## src/rtl/twi_pkg.sv

```systemverilog
package twi_pkg;
  typedef enum logic [2:0] {
    ST_IDLE,
    ST_DEV,
    ST_ADDR,
    ST_WDATA,
    ST_RDATA
  } twi_state_e;
endpackage

```

## src/rtl/twi_line_filter.sv

```systemverilog
// Synchronizer plus three-sample majority vote per bus line, with edge pulses.
module twi_line_filter #(
  parameter int LINES       = 2,
  parameter int SYNC_STAGES = 2
) (
  input  logic             clk,
  input  logic             rst,
  input  logic [LINES-1:0] raw_i,
  output logic [LINES-1:0] lvl_o,
  output logic [LINES-1:0] rise_o,
  output logic [LINES-1:0] fall_o
);
  for (genvar g = 0; g < LINES; g++) begin : g_line
    logic [SYNC_STAGES-1:0] sync_q;
    logic [2:0]             hist_q;
    logic                   lvl_q, rise_q, fall_q;
    logic                   maj;

    assign maj = (hist_q[0] & hist_q[1]) | (hist_q[1] & hist_q[2]) |
                 (hist_q[0] & hist_q[2]);

    always_ff @(posedge clk) begin
      if (rst) begin
        sync_q <= '1;
        hist_q <= 3'b111;
        lvl_q  <= 1'b1;
        rise_q <= 1'b0;
        fall_q <= 1'b0;
      end else begin
        sync_q <= {sync_q[SYNC_STAGES-2:0], raw_i[g]};
        hist_q <= {hist_q[1:0], sync_q[SYNC_STAGES-1]};
        lvl_q  <= maj;
        rise_q <= maj & ~lvl_q;
        fall_q <= ~maj & lvl_q;
      end
    end

    assign lvl_o[g]  = lvl_q;
    assign rise_o[g] = rise_q;
    assign fall_o[g] = fall_q;
  end
endmodule

```

## src/rtl/twi_sel_decode.sv

```systemverilog
// Device select decode; the density decides which strap bits become address bits.
module twi_sel_decode #(
  parameter int AW  = 9,
  parameter int UBW = 1
) (
  input  logic [7:0]     dev_i,
  input  logic [2:0]     strap_i,
  output logic           hit_o,
  output logic           is_read_o,
  output logic [UBW-1:0] page_o
);
  localparam int UB = (AW > 8) ? (AW - 8) : 0;
  localparam logic [2:0] CMP_MASK = 3'(3'b111 << UB);

  assign hit_o     = (dev_i[7:4] == 4'b1010) &&
                     (((dev_i[3:1] ^ strap_i) & CMP_MASK) == 3'b000);
  assign is_read_o = dev_i[0];

  if (UB > 0) begin : g_ext
    assign page_o = dev_i[UB:1];
  end else begin : g_noext
    assign page_o = '0;
  end
endmodule

```

## src/rtl/twi_addr_counter.sv

```systemverilog
// Shared address counter: load, whole-array step (reads), in-page step (writes).
module twi_addr_counter #(
  parameter int AW  = 9,
  parameter int PBW = 4
) (
  input  logic          clk,
  input  logic          rst,
  input  logic          load_i,
  input  logic [AW-1:0] load_val_i,
  input  logic          step_seq_i,
  input  logic          step_page_i,
  output logic [AW-1:0] addr_o
);
  logic [AW-1:0] addr_q;

  always_ff @(posedge clk) begin
    if (rst) begin
      addr_q <= '0;
    end else if (load_i) begin
      addr_q <= load_val_i;
    end else if (step_page_i) begin
      addr_q <= {addr_q[AW-1:PBW], addr_q[PBW-1:0] + PBW'(1)};
    end else if (step_seq_i) begin
      addr_q <= addr_q + AW'(1);
    end
  end

  assign addr_o = addr_q;

  // a write step never leaves the current page
  p_page_hold_r6: assert property (@(posedge clk) disable iff (rst)
    (step_page_i && !load_i) |=> (addr_q[AW-1:PBW] == $past(addr_q[AW-1:PBW])));
endmodule

```

## src/rtl/twi_eeprom_slave.sv

```systemverilog
module twi_eeprom_slave #(
  parameter int MEM_BYTES  = 512,
  parameter int PAGE_BYTES = 16
) (
  input  logic                         clk,
  input  logic                         rst,
  input  logic                         scl_i,
  input  logic                         sda_i,
  output logic                         sda_pull_o,
  input  logic [2:0]                   strap_i,
  input  logic                         wr_busy_i,
  output logic [$clog2(MEM_BYTES)-1:0] mem_rd_addr_o,
  input  logic [7:0]                   mem_rd_data_i,
  output logic                         mem_we_o,
  output logic [$clog2(MEM_BYTES)-1:0] mem_wr_addr_o,
  output logic [7:0]                   mem_wr_data_o,
  output logic                         wr_commit_o
);
  import twi_pkg::*;

  localparam int AW  = $clog2(MEM_BYTES);
  localparam int PBW = $clog2(PAGE_BYTES);
  localparam int UBW = (AW > 8) ? (AW - 8) : 1;

  // ---- line conditioning: index 0 = SCL, index 1 = SDA ----
  logic [1:0] lvl, rise, fall;
  twi_line_filter #(.LINES(2), .SYNC_STAGES(2)) u_filt (
    .clk(clk), .rst(rst), .raw_i({sda_i, scl_i}),
    .lvl_o(lvl), .rise_o(rise), .fall_o(fall)
  );

  logic scl_lvl, sda_lvl, scl_rise, scl_fall, start_det, stop_det;
  assign scl_lvl   = lvl[0];
  assign sda_lvl   = lvl[1];
  assign scl_rise  = rise[0];
  assign scl_fall  = fall[0];
  assign start_det = fall[1] & scl_lvl;
  assign stop_det  = rise[1] & scl_lvl;

  // ---- state ----
  twi_state_e     state;
  logic [3:0]     bit_cnt;
  logic [7:0]     sh;
  logic [6:0]     tx;
  logic           rd_mode, mack_q, wrote_q;
  logic [UBW-1:0] page_q;

  // ---- device select decode ----
  logic           sel_hit, sel_read;
  logic [UBW-1:0] sel_page;
  twi_sel_decode #(.AW(AW), .UBW(UBW)) u_sel (
    .dev_i(sh), .strap_i(strap_i),
    .hit_o(sel_hit), .is_read_o(sel_read), .page_o(sel_page)
  );

  // ---- address counter ----
  logic          edge_ok, cnt_load, cnt_step_r, cnt_step_w;
  logic [AW-1:0] load_val, cnt_addr;

  if (AW > 8) begin : g_wide
    assign load_val = {page_q, sh};
  end else begin : g_narrow
    assign load_val = sh[AW-1:0];
  end

  always_comb begin
    edge_ok    = !start_det && !stop_det;
    cnt_load   = edge_ok && scl_fall && (bit_cnt == 4'd8) && (state == ST_ADDR);
    cnt_step_w = edge_ok && scl_fall && (bit_cnt == 4'd8) && (state == ST_WDATA);
    cnt_step_r = edge_ok && scl_fall && (bit_cnt == 4'd9) &&
                 (((state == ST_DEV) && rd_mode) || ((state == ST_RDATA) && mack_q));
  end

  twi_addr_counter #(.AW(AW), .PBW(PBW)) u_cnt (
    .clk(clk), .rst(rst), .load_i(cnt_load), .load_val_i(load_val),
    .step_seq_i(cnt_step_r), .step_page_i(cnt_step_w), .addr_o(cnt_addr)
  );
  assign mem_rd_addr_o = cnt_addr;

  // ---- protocol sequencer ----
  always_ff @(posedge clk) begin
    if (rst) begin
      state         <= ST_IDLE;
      bit_cnt       <= '0;
      sh            <= '0;
      tx            <= '0;
      rd_mode       <= 1'b0;
      mack_q        <= 1'b0;
      wrote_q       <= 1'b0;
      page_q        <= '0;
      sda_pull_o    <= 1'b0;
      mem_we_o      <= 1'b0;
      mem_wr_addr_o <= '0;
      mem_wr_data_o <= '0;
      wr_commit_o   <= 1'b0;
    end else begin
      mem_we_o    <= 1'b0;
      wr_commit_o <= 1'b0;
      if (start_det) begin
        state      <= ST_DEV;
        bit_cnt    <= '0;
        sda_pull_o <= 1'b0;
      end else if (stop_det) begin
        state       <= ST_IDLE;
        bit_cnt     <= '0;
        sda_pull_o  <= 1'b0;
        wr_commit_o <= wrote_q;
        wrote_q     <= 1'b0;
      end else begin
        unique case (state)
          ST_IDLE: ;
          ST_DEV, ST_ADDR, ST_WDATA: begin
            if (scl_rise && bit_cnt < 4'd8) begin
              sh      <= {sh[6:0], sda_lvl};
              bit_cnt <= bit_cnt + 4'd1;
            end else if (scl_rise && bit_cnt == 4'd8) begin
              bit_cnt <= 4'd9;
            end else if (scl_fall && bit_cnt == 4'd8) begin
              if (state == ST_DEV) begin
                if (sel_hit && !wr_busy_i) begin
                  sda_pull_o <= 1'b1;
                  rd_mode    <= sel_read;
                  if (!sel_read) page_q <= sel_page;
                end else begin
                  state <= ST_IDLE;
                end
              end else if (state == ST_ADDR) begin
                sda_pull_o <= 1'b1;
              end else begin
                sda_pull_o    <= 1'b1;
                mem_we_o      <= 1'b1;
                mem_wr_addr_o <= cnt_addr;
                mem_wr_data_o <= sh;
                wrote_q       <= 1'b1;
              end
            end else if (scl_fall && bit_cnt == 4'd9) begin
              bit_cnt    <= '0;
              sda_pull_o <= 1'b0;
              if (state == ST_DEV) begin
                if (rd_mode) begin
                  state      <= ST_RDATA;
                  tx         <= mem_rd_data_i[6:0];
                  sda_pull_o <= ~mem_rd_data_i[7];
                end else begin
                  state <= ST_ADDR;
                end
              end else if (state == ST_ADDR) begin
                state <= ST_WDATA;
              end
            end
          end
          ST_RDATA: begin
            if (scl_rise && bit_cnt < 4'd8) begin
              bit_cnt <= bit_cnt + 4'd1;
            end else if (scl_rise && bit_cnt == 4'd8) begin
              mack_q  <= ~sda_lvl;
              bit_cnt <= 4'd9;
            end else if (scl_fall && bit_cnt >= 4'd1 && bit_cnt <= 4'd7) begin
              sda_pull_o <= ~tx[6];
              tx         <= {tx[5:0], 1'b0};
            end else if (scl_fall && bit_cnt == 4'd8) begin
              sda_pull_o <= 1'b0;
            end else if (scl_fall && bit_cnt == 4'd9) begin
              bit_cnt <= '0;
              if (mack_q) begin
                tx         <= mem_rd_data_i[6:0];
                sda_pull_o <= ~mem_rd_data_i[7];
              end else begin
                state      <= ST_IDLE;
                sda_pull_o <= 1'b0;
              end
            end
          end
          default: state <= ST_IDLE;
        endcase
      end
    end
  end

  // ---- assertions ----
  p_pull_scl_low_r3: assert property (@(posedge clk) disable iff (rst)
    $rose(sda_pull_o) |-> !scl_lvl);

  p_idle_released_r4: assert property (@(posedge clk) disable iff (rst)
    (state == ST_IDLE) |-> !sda_pull_o);

  p_busy_no_ack_r10: assert property (@(posedge clk) disable iff (rst)
    (state == ST_DEV && scl_fall && bit_cnt == 4'd8 && wr_busy_i && edge_ok)
      |=> !sda_pull_o);

  p_commit_on_stop_r6: assert property (@(posedge clk) disable iff (rst)
    wr_commit_o |-> $past(stop_det));

  p_write_acked_r5: assert property (@(posedge clk) disable iff (rst)
    mem_we_o |-> sda_pull_o);

  p_start_restarts_r2: assert property (@(posedge clk) disable iff (rst)
    start_det |=> (state == ST_DEV && bit_cnt == 4'd0 && !sda_pull_o));
endmodule

```

## config.mk

```make
export PLATFORM = sky130hd
export DESIGN_NAME = twi_eeprom_slave
export DESIGN_NICKNAME = d
export VERILOG_FILES = /design/src/rtl/twi_pkg.sv /design/src/rtl/twi_line_filter.sv /design/src/rtl/twi_sel_decode.sv /design/src/rtl/twi_addr_counter.sv /design/src/rtl/twi_eeprom_slave.sv
export SDC_FILE = /design/constraint.sdc
export NUM_CORES = 1
export LEC_CHECK = 0
export ABC_AREA = 1
export BUFFER_PORTS_ARGS = -buffer_cell sky130_fd_sc_hd__buf_2
export CORE_MARGIN = 4
export CORE_UTILIZATION = 61
export CTS_CLUSTER_SIZE = 14
export DETAILED_ROUTE_END_ITERATION = 8
export PLACE_DENSITY_LB_ADDON = 0.15
export SYNTH_ARGS = -nofsm -noshare
export SYNTH_HDL_FRONTEND = slang
export SYNTH_SLANG_ARGS = --single-unit
```

## constraint.sdc

```tcl
create_clock -name clk -period 3.4 [get_ports clk]
set_input_delay 0.68 -clock clk [delete_from_list [all_inputs] [get_ports clk]]
set_output_delay 0.68 -clock clk [all_outputs]
set_load 0.02 [all_outputs]
```

==> impl_metrics.tcl <==
set metrics [dict create \
    ctsResizeCount 0 \
    initial_core_util 0.634 \
    min_from "u_filt.g_line[1].sync_q[1]" \
    core_area_mm2 0.00517 \
    antenna_found_initial 0 \
    ioPinCount 45 \
    power_leakage_nw 1.74 \
    crit_path_start "bit_cnt[0]" \
    drc 0 \
    cts_tree "done" \
    numCtsBuffers 9 \
    drt-initial-drc-count 138 \
    max_stage_delay_ns 0.43 \
    path_buf_inv 3 \
    gp_congestion 0.934 \
    synthMuxAreaShare 0 \
    antenna_cells 0 \
    wl_per_cell_um 12.5 \
    ys_types 33 \
    max_slew_margin 0.308 \
    vdd_ir_drop_max_mv 0.377 \
    grt_pass1_vias 2749 \
    final_cell_mix "nand2_1 (83), dfxtp_1 (71), nor2_1 (56)" \
    synth_compound_area_frac 0.160 \
    fin_cells 567 \
    hold_viol 0 \
    wl_um 7100 \
    final_common_cell "nand2_1" \
    crit_cells 10 \
    die_w_um 81.3 \
    ant_nets 0 \
    synth_nets 469 \
    yosys.area_share.simple 0.280 \
    die-area_mm2 0.00661 \
    synth_fa_ha_area_frac 0.0252 \
    synth_top_family_by_area "simple AND/OR/NAND/NOR gates" \
    synth_edf_count 0 \
    crit_path_top_delay_cell "nor3_4" \
    synth-seq-cells 71 \
    grt_pass1_wl_um 11700 \
    max_cap_violations 0 \
    status "finished clean" \
    hpwl_um 5010 \
    synthArstFlopShare 0 \
    critPathLaunchType "flip-flop" \
    layout-drive-gt1-share 0.187 \
    cts-root-buf "clkbuf_8" \
    setup_viol 0 \
    slew_viol_final 0 \
    final.setup.tns_ns 0 \
    fmax_mhz 435 \
    setup_slack_ns 1.10 \
    cp_max_fo 14 \
    clock-sinks 71 \
    r2r_setup_slack_ns 1.10 \
    ctsHtreeMaxLevel 3 \
    dr.pass1.iters 5 \
    insertion_delay_ns 0.34 \
    vias_per_cell 5.23 \
    gr-total-overflow 0 \
    rows 26 \
    endpoint_kind "flip-flop" \
    layout.nets 513 \
    cts.reportedPaths.clkPinSlew_ns 0.08 \
    r2r-end "mem_wr_addr_o[4]" \
    worstReg2RegStart "bit_cnt[0]" \
    syn2layout_area_growth_pct 13.9 \
    syn_inst 448 \
    min_period_over_period 0.677 \
    cts_setup_buffers 0 \
    postSynthAreaPerCell_um2 7.32 \
    pre_cts_ws_ns 1.10 \
    ys_seq_area_frac 0.434 \
    p_total_mw 1.80 \
    fp.dieH_um 81.3 \
    crit_required_ns 3.67 \
    crit_path_cell_trace "inv_1 > ha_1 > nand4_1 > nand2_2 > inv_2 > nand2_4 > nor3_4 > buf_4 > o21ai_1 > a21oi_1" \
    skew_ns 0.00842 \
    crit_type "reg -> reg" \
    grt_max_degree 40 \
    yosys.area_share.xor_xnor 0.0134 \
    dp_cells 551 \
    rsz0062_at_grt "false" \
    port_buffers 43 \
    finalCriticalPeriod_ns 2.30 \
    powerDensity_mw_per_mm2 482 \
    cts_max_path_buffers 2 \
    crit_family "simple AND/OR/NAND/NOR gates" \
    track_usage 0.228 \
    ctsHoldBuffers 0 \
    setup.worst_path.end "mem_wr_addr_o[4]" \
    vias 2963 \
    critPathArrivalTime_ns 2.57 \
    synth_warnings 0 \
    hold_class "reg -> reg" \
    syn_area_mm2 0.00328 \
    tightest_slew_ns 1.04 \
    synth_ff_type "dfxtp_1" \
    rr_worst_depth 10 \
]
-- metal layers --
metal  track usage  routed length, µm  vias to the layer above
met5             0                  0                        -
met4         0.106                121                        0
met3        0.0554                336                       10
met2         0.382               3480                       77
met1         0.273               3170                     1341
li1              -                  -                     1535
-- stage by stage --
| step | hold slack [ns] | util | area [µm²] |
|---|---|---|---|
| after global routing | 0.427 | 0.722 | 3730 |
| after CTS | 0.412 | 0.722 | 3730 |
| after floorplan | 0.389 | - | 3280 |
| final | 0.411 | 0.722 | 3730 |
| after global placement | 0.390 | 0.680 | 3520 |
| after detailed placement | 0.394 | 0.680 | 3520 |
-- logic make-up (layout without fill, tap and decap cells) --
kind of cell	count (synthesis)	in the layout
AO/OA/AOI/OAI	101	101
XOR/XNOR	5	5
adder cells (fa/ha/maj)	7	7
buffers and inverters	69	118
flip-flops	71	71
AND/OR/NAND/NOR	195	195
-- area by class of cell --
type	count	area, µm²
Inverter	58	218
Fill cell	423	1440
Sequential cell	71	1420
Multi-Input combinational cell	308	1570
Tap cell	70	87.6
Timing Repair Buffer	44	223
Clock buffer	12	165
Clock inverter	4	52.6
-- power by group --
part | switching [mW] | leakage, nW | internal, mW
registers | 0.0194 | 0.574 | 0.869
clock network | 0.318 | 0.101 | 0.399
logic | 0.124 | 1.07 | 0.0703
total | 0.462 | 1.74 | 1.34
-- worst min-delay path by stage --
| stage | end | cells past startpoint |
|---|---|---|
| floorplan | u_filt.g_line[0].hist_q[0] | 1 |
| global placement | u_filt.g_line[0].sync_q[1] | 1 |
| detailed placement | u_filt.g_line[1].hist_q[0] | 1 |
| CTS | u_filt.g_line[1].hist_q[0] | 1 |
| global route | u_filt.g_line[1].sync_q[1] | 1 |
| finish | u_filt.g_line[1].hist_q[0] | 1 |
-- synthesized netlist by cell type (2+ instances only) --
master    count  area, µm²
inv_2         6       22.5
nand2_4       2       22.5
nand2_1      83        312
o21ai_0      28        140
nor2_1       56        210
a21oi_1      42        210
nand3_2       2       20.0
or2_2        10       62.6
buf_6         4       45.0
nand3_1      18       90.1
inv_1        52        195
xor2_1        5       43.8
nor2_2        2       12.5
nand3b_1      3       22.5
nand2_2       5       31.3
ha_1          5       62.6
maj3_1        2       20.0
nor4_1        2       12.5
dfxtp_1      71       1420
nand4_1       2       12.5
nor3_1        4       20.0
a31oi_1       2       12.5
clkbuf_1      5       18.8
nor3_4        3       48.8
a211oi_1      2       15.0
o21ai_1      25        125
-- worst reg2reg max path, stage by stage, from the launching register on --
cell and delay [ns]:
dfxtp_1 0.40, inv_1 0.10, ha_1 0.29, nand4_1 0.20
nand2_2 0.11, inv_2 0.10, nand2_4 0.07, nor3_4 0.43
buf_4 0.28, o21ai_1 0.07, a21oi_1 0.18
-- flip-flops by register name, indices dropped and copies added, names as in the netlist --
| signal | count |
|---|---|
| u_filt.g_line.rise_q | 2 |
| page_q | 1 |
| u_filt.g_line.lvl_q | 2 |
| sda_pull_o | 1 |
| sh | 8 |
| u_filt.g_line.hist_q | 6 |
| mem_we_o | 1 |
| wrote_q | 1 |
| mem_wr_addr_o | 9 |
| wr_commit_o | 1 |
| u_filt.g_line.fall_q | 2 |
| rd_mode | 1 |
| u_cnt.addr_o | 9 |
| bit_cnt | 4 |
| u_filt.g_line.sync_q | 4 |
| mack_q | 1 |
| tx | 7 |
| state | 3 |
| mem_wr_data_o | 8 |
Power figures use the tool's default switching activity.
